`src/rtl/lock_det_pkg.sv`:
```
package lock_det_pkg;

    typedef enum logic [1:0] {
        CMP_IDLE     = 2'd0,
        CMP_WAIT_FB  = 2'd1,
        CMP_WAIT_REF = 2'd2
    } cmp_state_e;

endpackage

```
`src/rtl/edge_prescaler.sv`:
```
module edge_prescaler #(
    parameter int PRESCALE = 64
) (
    input  logic clk,
    input  logic rst_n,
    input  logic sig_in,
    output logic div_edge
);
    localparam int PRE_W = $clog2(PRESCALE);

    typedef struct packed {
        logic             prev;
        logic [PRE_W-1:0] cnt;
    } pre_t;

    pre_t st_d, st_q;
    logic rise;

    always_comb begin
        st_d      = st_q;
        st_d.prev = sig_in;
        rise      = sig_in & ~st_q.prev;
        div_edge  = rise && (st_q.cnt == '0);
        if (rise) begin
            if (st_q.cnt == PRE_W'(PRESCALE - 1)) st_d.cnt = '0;
            else                                  st_d.cnt = st_q.cnt + 1'b1;
        end
    end

    always_ff @(posedge clk) begin
        if (!rst_n) st_q <= '0;
        else        st_q <= st_d;
    end

    // after a counted leading edge the next edge is not a leading edge
    a_r1_div_advance: assert property (@(posedge clk) disable iff (!rst_n)
        div_edge |=> (st_q.cnt != '0));

endmodule

```
`src/rtl/phase_window_cmp.sv`:
```
module phase_window_cmp
    import lock_det_pkg::*;
#(
    parameter int WIN_W = 6
) (
    input  logic             clk,
    input  logic             rst_n,
    input  logic             ref_ev,
    input  logic             fb_ev,
    input  logic [WIN_W-1:0] win_cycles,
    output logic             pass_o,
    output logic             miss_o
);
    localparam int CNT_W = WIN_W + 1;

    typedef struct packed {
        cmp_state_e       state;
        logic [CNT_W-1:0] cnt;
        logic             pass;
        logic             miss;
    } cmp_t;

    cmp_t st_d, st_q;
    logic [CNT_W-1:0] win_x;
    logic [CNT_W-1:0] tmo;
    logic             partner;
    logic             in_win;

    always_comb begin
        win_x   = {1'b0, win_cycles};
        tmo     = {win_cycles, 1'b0};
        in_win  = st_q.cnt < win_x;
        partner = (st_q.state == CMP_WAIT_FB) ? fb_ev : ref_ev;

        st_d      = st_q;
        st_d.pass = 1'b0;
        st_d.miss = 1'b0;
        unique case (st_q.state)
            CMP_IDLE: begin
                if (ref_ev && fb_ev) begin
                    st_d.pass = (win_cycles != '0);
                    st_d.miss = (win_cycles == '0);
                end else if (ref_ev) begin
                    st_d.state = CMP_WAIT_FB;
                    st_d.cnt   = CNT_W'(1);
                end else if (fb_ev) begin
                    st_d.state = CMP_WAIT_REF;
                    st_d.cnt   = CNT_W'(1);
                end
            end
            CMP_WAIT_FB, CMP_WAIT_REF: begin
                if (partner) begin
                    st_d.pass  = in_win;
                    st_d.miss  = !in_win;
                    st_d.state = CMP_IDLE;
                    st_d.cnt   = '0;
                end else if (st_q.cnt >= tmo) begin
                    st_d.miss  = 1'b1;
                    st_d.state = CMP_IDLE;
                    st_d.cnt   = '0;
                end else begin
                    st_d.cnt = st_q.cnt + 1'b1;
                end
            end
            default: st_d = '0;
        endcase
    end

    always_ff @(posedge clk) begin
        if (!rst_n) st_q <= '0;
        else        st_q <= st_d;
    end

    assign pass_o = st_q.pass;
    assign miss_o = st_q.miss;

    // a comparison yields at most one verdict
    a_r2_one_verdict: assert property (@(posedge clk) disable iff (!rst_n)
        !(pass_o && miss_o));

    // a wait that reaches the timeout without its partner ends in a miss
    a_r6_timeout_miss: assert property (@(posedge clk) disable iff (!rst_n)
        ((st_q.state != CMP_IDLE) && !partner && (st_q.cnt >= tmo))
        |=> (miss_o && st_q.state == CMP_IDLE));

endmodule

```
`src/rtl/lock_run_filter.sv`:
```
module lock_run_filter #(
    parameter int LOCK_RUN = 4
) (
    input  logic clk,
    input  logic rst_n,
    input  logic pass_i,
    input  logic miss_i,
    output logic lock_o
);
    localparam int RUN_W = $clog2(LOCK_RUN + 1);

    typedef struct packed {
        logic [RUN_W-1:0] run;
        logic             lock;
    } flt_t;

    flt_t st_d, st_q;

    always_comb begin
        st_d = st_q;
        if (miss_i) begin
            st_d.run  = '0;
            st_d.lock = 1'b0;
        end else if (pass_i) begin
            if (st_q.run < RUN_W'(LOCK_RUN)) st_d.run = st_q.run + 1'b1;
            if (st_q.run >= RUN_W'(LOCK_RUN - 1)) st_d.lock = 1'b1;
        end
    end

    always_ff @(posedge clk) begin
        if (!rst_n) st_q <= '0;
        else        st_q <= st_d;
    end

    assign lock_o = st_q.lock;

    // any miss drops lock on the next edge
    a_r5_miss_clears: assert property (@(posedge clk) disable iff (!rst_n)
        miss_i |=> !lock_o);

    // lock only ever rises on the edge after a pass
    a_r4_rise_after_pass: assert property (@(posedge clk) disable iff (!rst_n)
        $rose(lock_o) |-> $past(pass_i));

endmodule

```
`src/rtl/pll_lock_filter.sv`:
```
module pll_lock_filter #(
    parameter int PRESCALE = 64,
    parameter int WIN_W    = 6,
    parameter int LOCK_RUN = 4
) (
    input  logic             clk,
    input  logic             rst_n,
    input  logic             ref_in,
    input  logic             fb_in,
    input  logic [WIN_W-1:0] win_cycles,
    input  logic             ld_en,
    output logic             lock_out
);
    logic ref_ev, fb_ev, pass_w, miss_w, lock_w;
    logic [1:0] in_bus, ev_bus;

    assign in_bus = {fb_in, ref_in};

    for (genvar g = 0; g < 2; g++) begin : g_pre
        edge_prescaler #(.PRESCALE(PRESCALE)) u_pre (
            .clk      (clk),
            .rst_n    (rst_n),
            .sig_in   (in_bus[g]),
            .div_edge (ev_bus[g])
        );
    end

    assign ref_ev = ev_bus[0];
    assign fb_ev  = ev_bus[1];

    phase_window_cmp #(.WIN_W(WIN_W)) u_cmp (
        .clk        (clk),
        .rst_n      (rst_n),
        .ref_ev     (ref_ev),
        .fb_ev      (fb_ev),
        .win_cycles (win_cycles),
        .pass_o     (pass_w),
        .miss_o     (miss_w)
    );

    lock_run_filter #(.LOCK_RUN(LOCK_RUN)) u_flt (
        .clk    (clk),
        .rst_n  (rst_n),
        .pass_i (pass_w),
        .miss_i (miss_w),
        .lock_o (lock_w)
    );

    assign lock_out = lock_w & ld_en;

endmodule

```
`config.mk`:
```
export PLATFORM = sky130hd
export DESIGN_NAME = pll_lock_filter
export DESIGN_NICKNAME = d
export VERILOG_FILES = /design/src/rtl/lock_det_pkg.sv /design/src/rtl/edge_prescaler.sv /design/src/rtl/phase_window_cmp.sv /design/src/rtl/lock_run_filter.sv /design/src/rtl/pll_lock_filter.sv
export SDC_FILE = /design/constraint.sdc
export NUM_CORES = 1
export LEC_CHECK = 0
export CAP_MARGIN = 20
export CORE_ASPECT_RATIO = 1.2
export CORE_UTILIZATION = 27
export DETAILED_ROUTE_END_ITERATION = 8
export HOLD_SLACK_MARGIN = 0.12
export PLACE_DENSITY = 0.48
export REMOVE_ABC_BUFFERS = 1
export SLEW_MARGIN = 25
export SYNTH_ARGS = -nofsm -noshare
export SYNTH_HDL_FRONTEND = slang
export SYNTH_HIERARCHICAL = 1
export SYNTH_SLANG_ARGS = --single-unit
```
`constraint.sdc`:
```
create_clock -name clk -period 1.9 [get_ports clk]
set_input_delay 0.19 -clock clk [delete_from_list [all_inputs] [get_ports clk]]
set_output_delay 0.19 -clock clk [all_outputs]
set_load 0.01 [all_outputs]
```
* Yosys cells after proc, flatten, opt, wreduce, memory -nomap -nowiden
Cells that the tools add are included.
** Operators by class
- Add/subtract/negate cells :: 4
- $lt $le $gt $ge :: 4
- Equality and inequality tests :: 7
- Multiplexer cells :: 14
- Bitwise logic cells :: 6
- Reductions and logical operators :: 15
** Operator list (count)
- $mux 9 :: 4
- $pmux 11 s2 :: 1
- $logic_not 6->1 :: 3
- $add 6x1->6 const B :: 2
- $eq 6x6->1 const B :: 2
- $mux 6 :: 2
- $add 7x1->7 const B :: 1
- $ge 7x7->1 :: 1
- $lt 7x6->1 :: 1
- $mux 7 :: 1
- $ne 3x1->1 const B :: 2
- $reduce_and 2->1 :: 3
- $reduce_bool 6->1 :: 1
- $mux 1 :: 4
- $mux 2 :: 2
- $reduce_or 2->1 :: 2
- $add 3x1->3 const B :: 1
- $and 1x1->1 :: 3
- $ge 3x2->1 const B :: 1
- $logic_and 1x1->1 :: 3
- $lt 3x3->1 const B :: 1
- $not 1->1 :: 3
- $reduce_and 3->1 :: 1
- $eq 2x1->1 const B :: 1
- other kinds (4) :: 4
** Storage, ports and cells
- Bits in registers :: 29
- Bits of input ports :: 11
- Logic and storage cells :: 60

* Logic depth before layout (Yosys ltp)
Gate-level depths: netlist of the first run.
- Depth after elaboration :: 7
- Mapped depth :: 9
- Mapped depth without buffers :: 8

* Cells and area by module
Netlist of the first run, hierarchy kept.
** Modules (own cells, without submodules)
- phase_window_cmp :: instances 1, cells each 116, area an instance 947.2 sq um
- edge_prescaler :: instances 2, cells each 41, area an instance 351.6 sq um
- lock_run_filter :: instances 1, cells each 18, area an instance 186.4 sq um
- pll_lock_filter :: instances 1, cells each 1, area an instance 6.3 sq um

* Worst setup path before layout of the first run
Ideal clock, no wire load.
- Path kind :: register -> register
- From :: register g_pre[0].u_pre/st_q[0] in the netlist's numbering
- To :: register u_cmp/st_q[6] in the netlist's numbering
- Setup time :: 0.074 ns
- Arrival time :: 1.615 ns
- Setup slack :: 0.211 ns
- Cell stages (with the launch flop) :: 10
- Buffers on the path :: 1
- Clock period less this slack :: 1.689 ns
- Cells stage by stage :: dfxtp_1 inv_1 ha_1 and3_1 mux2i_1 nand2b_1 nor4_2 buf_4 nand4_1 a31oi_1
** Between the ends
- Word-level cells in the longest chain between the ends :: 5
** RTL lines
- from (decl) :: RTL line edge_prescaler.sv:16 : pre_t st_d, st_q;
- from (signal assigned) :: RTL line edge_prescaler.sv:32 : else st_q <= st_d;
- $logic_not 6->1 (*) :: RTL line edge_prescaler.sv:23 : div_edge = rise && (st_q.cnt == '0);
- $logic_and 1x1->1 (*) :: RTL line edge_prescaler.sv:23
- named net ref_ev :: RTL line pll_lock_filter.sv:14 : logic ref_ev, fb_ev, pass_w, miss_w, lock_w;
- $mux 1 (tied with other cells) :: RTL line phase_window_cmp.sv:33 : partner = (st_q.state == CMP_WAIT_FB) ? fb_ev : ref_ev;
- $mux 9 (tied with other cells) :: RTL line phase_window_cmp.sv:52 : if (partner) begin
- $pmux 11 s2 or $reduce_and 2->1 (tied branches)
- to (signal assigned) :: RTL line phase_window_cmp.sv:71 : else st_q <= st_d;
- to (decl) :: RTL line phase_window_cmp.sv:23 : cmp_t st_d, st_q;
The timed path passes the listed nets; every way through them passes the cells marked *. The select of a mux whose other input is x is not followed.
A chain may end at the register's enable or synchronous reset.

* Worst setup path in the final report of the first run
- From :: register g_pre[1].u_pre/st_q[2] in the netlist's numbering
- To :: register u_cmp.st_q, in the netlist u_cmp/miss_o
** Between the ends
- Word-level cells in the longest chain between the ends :: 5
** RTL lines
- from (decl) :: RTL line edge_prescaler.sv:16
- from (signal assigned) :: RTL line edge_prescaler.sv:32
- $logic_not 6->1 (*) :: RTL line edge_prescaler.sv:23
- $logic_and 1x1->1 (*) :: RTL line edge_prescaler.sv:23
- named net fb_ev :: RTL line pll_lock_filter.sv:14
- $mux 1 or $logic_and 1x1->1 (tied branches) :: RTL line phase_window_cmp.sv:33, phase_window_cmp.sv:40
- $mux 1 or $mux 2 (tied branches) :: RTL line phase_window_cmp.sv:52, phase_window_cmp.sv:40
- $pmux 11 s2 (*) :: RTL line phase_window_cmp.sv:38 : unique case (st_q.state)
The timed path passes the listed nets; every way through them passes the cells marked *.

==> results.md, run 1 <==
* Type of origin of the critical path: flop
* Number of synthesized flops with an enable pin at 0
* Clock network power share at 26.9%
* Number of buffers created by CTS at 5
* Area of the multi-input gates at 0.001240 mm²
* Final net count at 292
* Global-route wire length before repair at 6.817 mm
* Layout cells sized above 1 at 25.29%
* Post-Syn Area at 0.001843 mm²
* Number of cells after detailed placement at 334
* Total of max-cap violations at 0
* Fill count at 671
* Combinational group share of total power at 35.1%
* Area growth from synthesis to layout at 31.70%
* Sum of internal, switching and leakage power at 0.001867 W
* Mean instance size in the synthesized netlist at 8.493 µm²
* Chip Width at 77.42 µm
* Number of distinct library cell variants in the gate-level netlist after synthesis at 42
* Clock network latency to the later pin of the worst-skew pair at 0.28 ns
* Sequential-to-total area share from yosys stat at 31.50%
* Endpoint required time on the critical path at 2.07 ns
* Post-synthesis cell count at 217
* Residual overflow from global routing at 0
* Core Util, Final at 37.19%
* Peak VDD IR at 0.0003141 V
* Max-slew violation total from the final report at 0
* CP Class: flop to flop
* Fraction of synthesis flops using an asynchronous set or reset pin at 0%
* Total clock sinks at 29
* Count of antenna diodes in the layout at 0
* Number of remaining DRC errors at 0
* Layout Cells excl Fill at 346
* Net Switching at 0.0006466 W
* Pin count of the biggest net entering global routing at 15
* Initial antenna violation count at 0
* Detail-routed net length per standard cell at 11.54 µm
* Detail Route Antenna Nets at 0
* Clock input transition at the sequential cells of the worst setup and hold paths at 0.07 ns
* Area of the placeable core at 0.006526 mm²
* Register bit count reported by yosys at 29
* Crit end category: flop
* Unrepaired setup endpoints after global routing: true
* RePlAce Congestion at 0.7646
* CTS tree: done
* Relative max-transition margin at 73.35%
* Cell-by-cell listing of the critical path: nor4_2 -> and3_4 -> mux2i_4 -> buf_4 -> a2111o_1 -> a41oi_2 -> a211o_1 -> a21oi_1
* Iter 0 DRT Violations at 102
* Power density over the cells at 769.0 mW/mm²
* Final Hold Viols at 0
* Area taken by flip-flops and latches at 586.8 µm²
* Number of detailed-routing iterations run before antenna repair at 4
* Highest clock rate at 530.0 MHz
* Top flip-flop cell by instance count after synthesis: dfxtp_1
* Via count of the first global-routing pass at 1,540
* Skew final at 0.005264 ns
* Die area at 0.007162 mm²
* Finish-stage setup viols at 0
* Clock period minus final worst setup slack at 1.887 ns
* Worst stage delay on the critical path at 0.35 ns
* Buffers from clock root to sink, at most at 2
* Actual transition at the worst max-transition pin at 0.3985 ns
* Via total after detailed routing at 1,661
* Leakage power at 0.9528 nW
* Sw frac at 34.64%
* Post-DR vias/cell at 4.801
* Total routed wirelength at 3.994 mm
* Die Y-Extent at 92.51 µm
* Count of H-tree levels built during CTS at 2
* Initial core utilization at 28.24%
* PortBufs at 11
* Maximum net fanout on the critical path at 2
* Area of placed instances at 0.002222 mm²
* Number of cell rows at 32
* Top-level port count at 12
* Slowest stage cell on the critical path: nor4_2
* Worst hold-check path type: flop to flop
* Cell-internal power at 0.001220 W
* Total global routing track utilization at 11.85%
* Arrival time of data at the critical path endpoint at 2.06 ns
* Detailed placement HPWL at 2.908 mm
* Result of the run: complete, no violations
* Yosys warning count at 6
* Post-layout instance area at 0.002427 mm²
* Reg power frac at 38.0%
* Part of the cycle the worst path needs at 99.31%
* CTS Root Buffer Type: clkbuf_8
* Total negative slack at 0 ns
-- kinds of logic (layout without fill, tap and decap cells) --
group / after synthesis / count (layout) / synth area share, %
multiplexers: 4 / 4 / 2.173
flip-flops: 29 / 29 / 31.50
adder cells (fa/ha/maj): 21 / 21 / 14.26
buffers and inverters: 23 / 67 / 5.703
XOR/XNOR: 6 / 6 / 2.851
AND/OR/NAND/NOR: 99 / 99 / 30.48
AO/OA/AOI/OAI: 35 / 35 / 13.03
-- area by class of cell --
class	count	share of cell area, %
clock buffers	5	2.835
clock inverters	3	0.7216
inverters	20	3.093
multi-input cells	165	51.08
flip-flops and latches	29	24.18
well taps	85	4.381
repair buffers	39	13.71
-- registers in the layout, summed over array words and instances, names as in the netlist --
name	count
g_pre.u_pre/st_q	14
u_cmp/st_q	9
u_flt/st_q	3
u_cmp/miss_o	1
u_cmp/pass_o	1
u_flt/lock_o	1
-- power by group through the flow --
stage | registers, W | logic, W | clock network, W
floorplan | 0.000708 | 0.000368 | 0
CTS | 0.000706 | 0.000569 | 0.000519
global route | 0.000717 | 0.000720 | 0.000557
finish | 0.000710 | 0.000655 | 0.000501
global placement | 0.000719 | 0.000564 | 0
detailed placement | 0.000719 | 0.000567 | 0
-- critical path, delay by kind of cell, from the launching register on --
family | cells | cell delay (ns)
AO/OA/AOI/OAI | 4 | 0.65
multiplexers | 1 | 0.07
buffers and inverters | 1 | 0.13
AND/OR/NAND/NOR | 2 | 0.60
flip-flops | 1 | 0.32
-- cell usage in the layout, fill, tap and decap left out, types with 3 or more instances in the layout --
| master | n |
|---|---|
| nand2_1 | 22 |
| nand4b_1 | 3 |
| nand3_1 | 13 |
| o21ai_0 | 3 |
| nor2b_1 | 5 |
| clkbuf_8 | 5 |
| or2_2 | 3 |
| dfxtp_1 | 24 |
| mux2i_1 | 3 |
| nand2b_1 | 5 |
| nand3b_1 | 3 |
| inv_1 | 19 |
| dfxtp_2 | 5 |
| clkdlybuf4s50_1 | 11 |
| buf_4 | 27 |
| nand4_1 | 6 |
| and2_1 | 3 |
| nor2_1 | 8 |
| ha_1 | 18 |
| nor4_1 | 3 |
| a31oi_1 | 7 |
| nor3_1 | 7 |
| a21oi_1 | 10 |
| xnor2_1 | 4 |
-- stage by stage --
step,hold slack [ns],setup WS (ns)
after detailed placement,0.4758,-0.1906
after floorplan,0.3117,-0.02460
after global placement,0.4657,-0.1670
after CTS,0.4873,0.07256
final,0.4820,0.01318
after global routing,0.5093,-0.07968
-- per-layer routing --
metal	part of all wire [%]	GRT usage [%]	up-vias
li1	-	-	859
met1	48	14.53	763
met2	47	19.91	33
met3	3.1	2.660	6
met4	1.7	4.717	0
met5	0	0	-
-- synthesized netlist by cell type, types with 2 or more instances --
cell type	number	area, µm²
a21o_1	2	15.01
a21oi_1	11	55.05
a31oi_1	7	43.79
a41oi_1	2	17.52
and2_1	3	18.77
and3_1	3	18.77
buf_6	2	22.52
dfxtp_1	29	580.6
ha_1	21	262.8
inv_1	20	75.07
mux2i_1	4	40.04
nand2_1	22	82.58
nand2b_1	5	31.28
nand2b_4	2	27.53
nand3_1	14	70.07
nand3b_1	3	22.52
nand4_1	6	37.54
nand4b_1	3	26.28
nor2_1	8	30.03
nor2b_1	5	31.28
nor3_1	8	40.04
nor4_1	5	31.28
o211ai_1	2	15.01
o21a_1	2	15.01
o21ai_0	3	15.01
or2_2	3	18.77
or3_1	2	12.51
or4_1	2	15.01
xnor2_1	4	35.03
xor2_1	2	17.52
-- path summary, 6_finish.rpt --
path	start	end	slack (ns)	cells after the start
setup / recovery	g_pre[1].u_pre/st_q[2]	u_cmp/miss_o	0.01	8
hold / removal	u_cmp/st_q[10]	u_cmp/st_q[10]	0.48	2
setup reg to reg	g_pre[1].u_pre/st_q[2]	u_cmp/miss_o	0.01	8
hold reg to reg	u_cmp/st_q[10]	u_cmp/st_q[10]	0.48	2
-- timing repair --
item	CTS	global route
buffers inserted	0	3
resized for setup	0	23
hold endpoints to repair	0	0
hold buffers	0	0
endpoints found under the setup margin	0	10
No activity file was read; power rests on OpenSTA's default activity.
==> inputs of run 2 (changes only) <==
--- a/config.mk
+++ b/config.mk
@@ -8,6 +8,7 @@
 export CAP_MARGIN = 20
 export CORE_ASPECT_RATIO = 1.2
 export CORE_UTILIZATION = 27
+export CTS_CLUSTER_SIZE = 28
 export DETAILED_ROUTE_END_ITERATION = 8
 export HOLD_SLACK_MARGIN = 0.12
 export PLACE_DENSITY = 0.48
==> results of run 2 <==
The final DEF is identical to that of run 1; final timing and power are the same.
